$ cat src/rtl/spike_packet_assembler.sv
module spike_packet_assembler #(
  parameter int SLOTS = 14
) (
  input  logic                  clk,
  input  logic                  rst_n,
  input  logic                  ev_valid,
  output logic                  ev_ready,
  input  logic [16:0]           ev_nid,
  input  logic [5:0]            ev_sub,
  input  logic                  eot,
  output logic                  pkt_valid,
  input  logic                  pkt_ready,
  output logic [64+32*SLOTS-1:0] pkt_data
);
  localparam int NID_W = 17;
  localparam int SUB_W = 6;
  localparam int TS_W  = 32;
  localparam int PKT_W = 64 + 32 * SLOTS;
  localparam int CNT_W = $clog2(SLOTS + 1);
  localparam logic [15:0] TAG = 16'hEEEE;

  logic [NID_W-1:0] nid_q [SLOTS];
  logic [SUB_W-1:0] sub_q [SLOTS];
  logic [CNT_W-1:0] fill_q;
  logic             flush_q;
  logic [TS_W-1:0]  ts_q;
  logic [PKT_W-1:0] packed_rec;

  wire full       = (fill_q == CNT_W'(SLOTS));
  wire empty      = (fill_q == '0);
  wire out_free   = !pkt_valid || pkt_ready;
  wire launch     = out_free && (full || (flush_q && !empty));
  wire flush_done = flush_q && (empty || (launch && !full));
  wire accept     = ev_valid && ev_ready;

  assign ev_ready = rst_n && !flush_q && !full;

  always_comb begin
    packed_rec = '0;
    packed_rec[PKT_W-1 -: 16]  = TAG;
    packed_rec[PKT_W-17 -: 16] = 16'(fill_q);
    for (int i = 0; i < SLOTS; i++) begin
      if (CNT_W'(i) < fill_q)
        packed_rec[32+32*i +: 32] = {8'h00, 1'b1, nid_q[i], sub_q[i]};
    end
    packed_rec[TS_W-1:0] = ts_q;
  end

  always_ff @(posedge clk) begin
    if (accept) begin
      nid_q[fill_q] <= ev_nid;
      sub_q[fill_q] <= ev_sub;
    end
  end

  always_ff @(posedge clk) begin
    if (!rst_n) begin
      fill_q    <= '0;
      flush_q   <= 1'b0;
      ts_q      <= '0;
      pkt_valid <= 1'b0;
      pkt_data  <= '0;
    end else begin
      if (launch)      fill_q <= '0;
      else if (accept) fill_q <= fill_q + 1'b1;
      flush_q <= eot || (flush_q && !flush_done);
      if (flush_done)  ts_q <= ts_q + 1'b1;
      if (launch) begin
        pkt_valid <= 1'b1;
        pkt_data  <= packed_rec;
      end else if (pkt_ready) begin
        pkt_valid <= 1'b0;
      end
    end
  end
endmodule

$ cat config.mk
export PLATFORM = sky130hd
export DESIGN_NAME = spike_packet_assembler
export DESIGN_NICKNAME = d
export VERILOG_FILES = /design/src/rtl/spike_packet_assembler.sv
export SDC_FILE = /design/constraint.sdc
export NUM_CORES = 1
export LEC_CHECK = 0
export BUFFER_PORTS_ARGS = -buffer_cell sky130_fd_sc_hd__buf_2
export CORE_ASPECT_RATIO = 0.8
export CORE_MARGIN = 8
export CORE_UTILIZATION = 55
export DETAILED_ROUTE_END_ITERATION = 6
export GPL_TIMING_DRIVEN = 0
export PLACE_DENSITY_LB_ADDON = 0.15
export SYNTH_ARGS = -nofsm -noshare
export SYNTH_HDL_FRONTEND = slang
export SYNTH_SLANG_ARGS = --single-unit
$ cat constraint.sdc
create_clock -name clk -period 6.1 [get_ports clk]
set_input_delay 0.305 -clock clk [delete_from_list [all_inputs] [get_ports clk]]
set_output_delay 0.305 -clock clk [all_outputs]
set_load 0.05 [all_outputs]
* Word-level counts from Yosys, hierarchy flattened
Memories as Yosys holds them, arrays and structs flattened. A register that Yosys moved wholly into a read port is not among the register bits.
Cells that the tools add are included.
** Operators by class
- Equal/unequal tests :: 1
- Magnitude comparators :: 14
- Reduce and logical (&&, ||, !) cells :: 22
- Multiplexer cells :: 18
- Bitwise logic cells :: 1
- Add/sub/neg operators :: 2
** Operator list (number)
- two-way mux 24 bit :: 14
- adder 32 x 1 -> 32 bit (second input constant) :: 1
- < comparator 4 bit (first input constant) :: 6
- < comparator 3 x 4 -> 1 bit (first input constant) :: 4
- logical AND 1 bit :: 8
- < comparator 1 x 4 -> 1 bit (first input constant) :: 2
- < comparator 2 x 4 -> 1 bit (first input constant) :: 2
- zero test 1 bit :: 7
- adder 4 x 1 -> 4 bit (second input constant) :: 1
- == test 4 bit (second input constant) :: 1
- zero test 4 bit :: 1
- logical OR 1 bit :: 4
- two-way mux 1 bit :: 4
- nonzero test 2 bit :: 1
- OR reduction 2 bit :: 1
- inverter 1 bit :: 1
** Word-level totals
- Bits of input ports :: 28
- Word-level logic and storage cells :: 65
- Bits in writable memories :: 322
- Register bits :: 523
- Output and inout port bits :: 514
- Memories :: 2
** Memory list
- nid_q :: words 14, width 17, read ports 14, clocked after Yosys merged registers in 1, wr ports 1, line 22 : logic [NID_W-1:0] nid_q [SLOTS];
- sub_q :: words 14, width 6, read ports 14, clocked after Yosys merged registers in 1, wr ports 1, line 23 : logic [SUB_W-1:0] sub_q [SLOTS];

* Depth between registers and ports, before layout
- Depth after elaboration :: 11
- Mapped depth :: 11
- Depth with buffers taken out :: 7

* Worst setup path before layout
Ideal clock, no wire load.
- Kind :: register -> register
- Start :: register fill_q[0]
- End :: memory nid_q[11][0], enable pin
- Path buffers :: 1
- Library setup time :: 0.403 ns
- Clock period less this slack :: 2.791 ns
- Slack :: 3.309 ns
- Cell stages (with the launch flop) :: 8
- Arrival time :: 2.388 ns
- Data required time :: 5.697 ns
- Cells stage by stage :: dfxtp_1 > inv_1 > ha_1 > nand3_1 > and4b_1 > clkbuf_1 > nand2_1 > nor2_1
** Between the ends
- Longest elaborated chain between the ends :: 6
** RTL lines
- start, declared :: line 24 : logic [CNT_W-1:0] fill_q;
- start signal, assigned :: line 65 : else if (accept) fill_q <= fill_q + 1'b1;
- == test 4 bit :: line 29 : wire full = (fill_q == CNT_W'(SLOTS));
- zero test 1 bit :: line 36 : assign ev_ready = rst_n && !flush_q && !full;
- logical AND 1 bit :: line 36
- logical AND 1 bit :: line 34 : wire accept = ev_valid && ev_ready;
- two-way mux 1 bit :: line 50 : if (accept) begin
- two-way mux 1 bit (not written as such) :: line 51 : nid_q[fill_q] <= ev_nid;
- end, declared :: line 22
Parallel ways exist; a longest one is shown, timed or not.

* Worst setup path after layout
- Start :: register fill_q[1]
- End :: register pkt_data[31]
** Between the ends
- Longest elaborated chain between the ends :: 5
- Elaborated cells on any way between the ends :: 6
- Those cells by class :: 1 x eq/ne; 5 x reduce/logical
** RTL lines
- zero test 4 bit :: line 30 : wire empty = (fill_q == '0);
- zero test 1 bit :: line 32 : wire launch = out_free && (full || (flush_q && !empty));
- logical AND 1 bit :: line 32
- logical OR 1 bit * :: line 32
- logical AND 1 bit * :: line 32
- end signal, assigned :: line 70 : pkt_data <= packed_rec;
- end, declared :: line 13 : output logic [64+32*SLOTS-1:0] pkt_data
Mark *: on every way between the ends. The rest lies on a longest branch, timed or not.
A chain may end at the register's enable or synchronous reset.

==> impl_results.md <==
- Async SR Flop Fraction: 0
- Skew-Pair Late Insertion Delay: 0.59 ns
- Starting Density: 0.5571
- Max_slew headroom: 0.5186
- Clock H-tree levels: 3
- Number of global-route vias before repair: 15150
- Worst path max stage delay: 0.54 ns
- Buffers on Ports: 413
- CTS clk-pin slew, worst paths: 0.06 ns
- Kind of critical path: reg -> reg
- First-pass GRT wire length: around 100000 µm
- CTS tree: built
- Post-synthesis sequential area ratio: 0.7440
- Top cell type's share of synthesized area: 0.4024
- CP top delay family: buffers and inverters
- CP Cell Sequence: clkbuf_1 -> inv_1 -> ha_1 -> nand2b_4 -> a22oi_2 -> nor2_1 -> clkbuf_1 -> buf_2 -> a22o_1
- DRC: 0
- Die Y: approximately 200 µm
- Comb pwr share: 0.048
- Hold Vio Cnt, Final: 0
- Crit path arrival time: 3.50 ns
- Area grow syn2layout: 24.28%
- Power per Cell Area: roughly 340 nW/µm²
- Routed WL: 68810 µm
- Ys flop type: dfxtp_1
- Initial antenna violation count: 5
- Worst Max-Slew Pin Slew: around 0.7 ns
- Min Tclk post-route: approximately 3.0 ns
- Post-synth EDFFs: 322
- Max Cap Violations: 0
- Post-Syn Area per Cell: 15.31 µm²
- Clock sink count: 732
- Final Setup Violations: 0
- Layout Nets: 2229
- Yosys warning count: 0
- Layout cell share with drive strength beyond 1: 0.3388
- TritonRoute pass-1 iters: 5
- Fmax: 335.1 MHz
- Post-Syn Area: roughly 24000 µm²
- HPWL after DPL: around 47000 µm
- Period utilization: 0.4892
- Crit end category: register
- Via count: around 15000
- Root Driver: clkbuf_16
- Vias/cell: approximately 5.5
- Post-synth top area cell: edfxtp_1
- Most frequent cell on the critical path: clkbuf_1
- WL/cell: approximately 24 µm
- Status: completed
- Post-route insts no fill: 2812
- Peak VDD IR: 0.2808 mV
- Total power: 10.04 mW
- Slew Viols, Final: 0
- Worst Skew: 0.01915 ns
- DRT iter0 DRCs: 1271
- CTS Buf Count: 69
- Ports: 542
- CP bufs+invs: 4
- GP Congestion: approximately 0.85
- Hold Crit Class: in -> reg
- Crit Path Max Fanout: 10
- Synth area leaders: edfxtp_1 40%, dfxtp_1 34%, a22o_1 13%
- Clock power frac: 0.440
- Chip Width: 249.7 µm
- Switching pwr: 2.167 mW
- RSZ-0062 raised after global routing: false
- Switching fraction of total power: 0.2158
- DRT antenna net count: 0
- Reg power frac: 0.512
- Cell variety after synth: 54
- Util after Layout: 0.6923
- Rows: 68
- Syn Inst Count: 1570
- Worst path required time: approximately 6.6 ns
- Pleak: roughly 13 nW
- Register bit count reported by yosys: 732
- CORE AREA: approximately 43000 µm²
- Int Pwr: 7.875 mW
- Pin count of the biggest net entering global routing: 21
- Overflow after GRT: 0
- Number of placed cells counting well taps: 2684
- CP max stage cell: nor2_1
- Clock Path Buffers: 3
- GRT Total Usage: 0.2626
- Total die area: 50680 µm²
- Startpoint types: register
- Setup tns final: 0 ns
[layer usage]
layer,share of wire,vias up,track usage
met2,0.48,698,0.4235
met3,0.098,124,0.08511
met5,0,-,0
met1,0.40,7620,0.3321
met4,0.031,0,0.09229
li1,-,6946,-
[power by group through the flow]
stage | Combinational, mW | Clock [mW] | Sequential [mW]
finish | 0.482 | 4.42 | 5.14
floorplan | 0.325 | 0 | 5.26
detailed placement | 0.472 | 0 | 5.25
global placement | 0.465 | 0 | 5.25
global route | 0.501 | 4.68 | 5.14
CTS | 0.473 | 4.47 | 5.14
[state kept, by name, summed over array words and instances (netlist names)]
name,cells
nid_q,238
pkt_data,372
pkt_valid,1
sub_q,84
ts_q,32
flush_q,1
fill_q,4
[synthesized netlist by cell type, types with 13 or more instances]
cell	number
dfxtp_1	410
a22o_1	357
edfxtp_1	322
buf_4	142
buf_2	53
nor2_1	41
clkbuf_1	31
a21oi_1	28
nand2_1	25
nand3_1	16
a21o_1	15
o21ai_0	13
[cell usage in the layout (no fill, tap or decap), drive strengths merged, types with 2 or more instances in the layout]
| cell type | Yosys | final |
|---|---|---|
| nand4 | 11 | 11 |
| nand3 | 18 | 18 |
| mux2i | 2 | 2 |
| xnor2 | 5 | 5 |
| nor2 | 49 | 49 |
| o41ai | 2 | 2 |
| ha | 5 | 5 |
| nand2b | 6 | 6 |
| a22o | 357 | 357 |
| diode | 0 | 3 |
| clkinv | 1 | 20 |
| inv | 12 | 13 |
| o311ai | 2 | 2 |
| a21oi | 29 | 29 |
| o21a | 2 | 2 |
| o21bai | 2 | 2 |
| conb | 1 | 128 |
| clkbuf | 31 | 122 |
| dfxtp | 410 | 410 |
| bufinv | 0 | 11 |
| a21o | 15 | 15 |
| and2 | 4 | 4 |
| nor4 | 4 | 4 |
| nor3b | 2 | 2 |
| o31ai | 7 | 7 |
| or3 | 11 | 11 |
| xor2 | 5 | 5 |
| o21ai | 14 | 14 |
| buf | 197 | 624 |
| clkinvlp | 0 | 2 |
| or2 | 2 | 2 |
| edfxtp | 322 | 322 |
| nor3 | 4 | 4 |
| nand2 | 25 | 25 |
| or4 | 7 | 7 |
[stage by stage]
stage          setup WS, ns  hold WS [ns]  area (µm²)
2_1_floorplan         3.309        0.4039       24510
3_3_place_gp          2.431        0.4307       27270
3_5_place_dp          3.136        0.4392       27520
4_1_cts               3.115       0.04125       29860
5_1_grt               2.917       0.08430       29860
6_report              3.116       0.07805       29860
[repair_timing]
action,in CTS,in global routing
gates resized for setup,0,0
setup buffers,0,0
hold endpoints to repair,1,0
hold buffers,1,0
[final cells by class]
type,count,area (µm²)
sequential,732,17880
buffer,228,1470
clock inverter,33,439.2
clock buffer,91,1892
multi-input combinational,724,5145
timing repair buffer,428,2283
tap,560,700.7
fill,3017,13270
inverter,13,48.80
antenna,3,7.507
[worst min-delay path, cell delays in order]
cell	delay (ns)
buf_2	0.08
nand2b_1	0.14
a21oi_1	0.08
[cell families after synthesis]
family / count (synthesis) / synth area share
other: 1 / 0.0001561
flip-flops: 732 / 0.7440
multiplexers: 2 / 0.0008331
adder cells (fa/ha/maj): 5 / 0.002603
buffers and inverters: 241 / 0.06321
AND/OR/NAND/NOR: 147 / 0.03541
AO/OA/AOI/OAI: 432 / 0.1502
XOR/XNOR: 10 / 0.003645
[worst paths after layout]
check	start	end	slack [ns]	cells after the start
setup / recovery	fill_q[1]	pkt_data[31]	3.12	9
hold / removal	pkt_ready	pkt_valid	0.08	3
setup reg to reg	fill_q[1]	pkt_data[31]	3.12	9
hold reg to reg	sub_q[9][5]	pkt_data[325]	0.45	1
No activity file was read; power rests on OpenSTA's default activity.
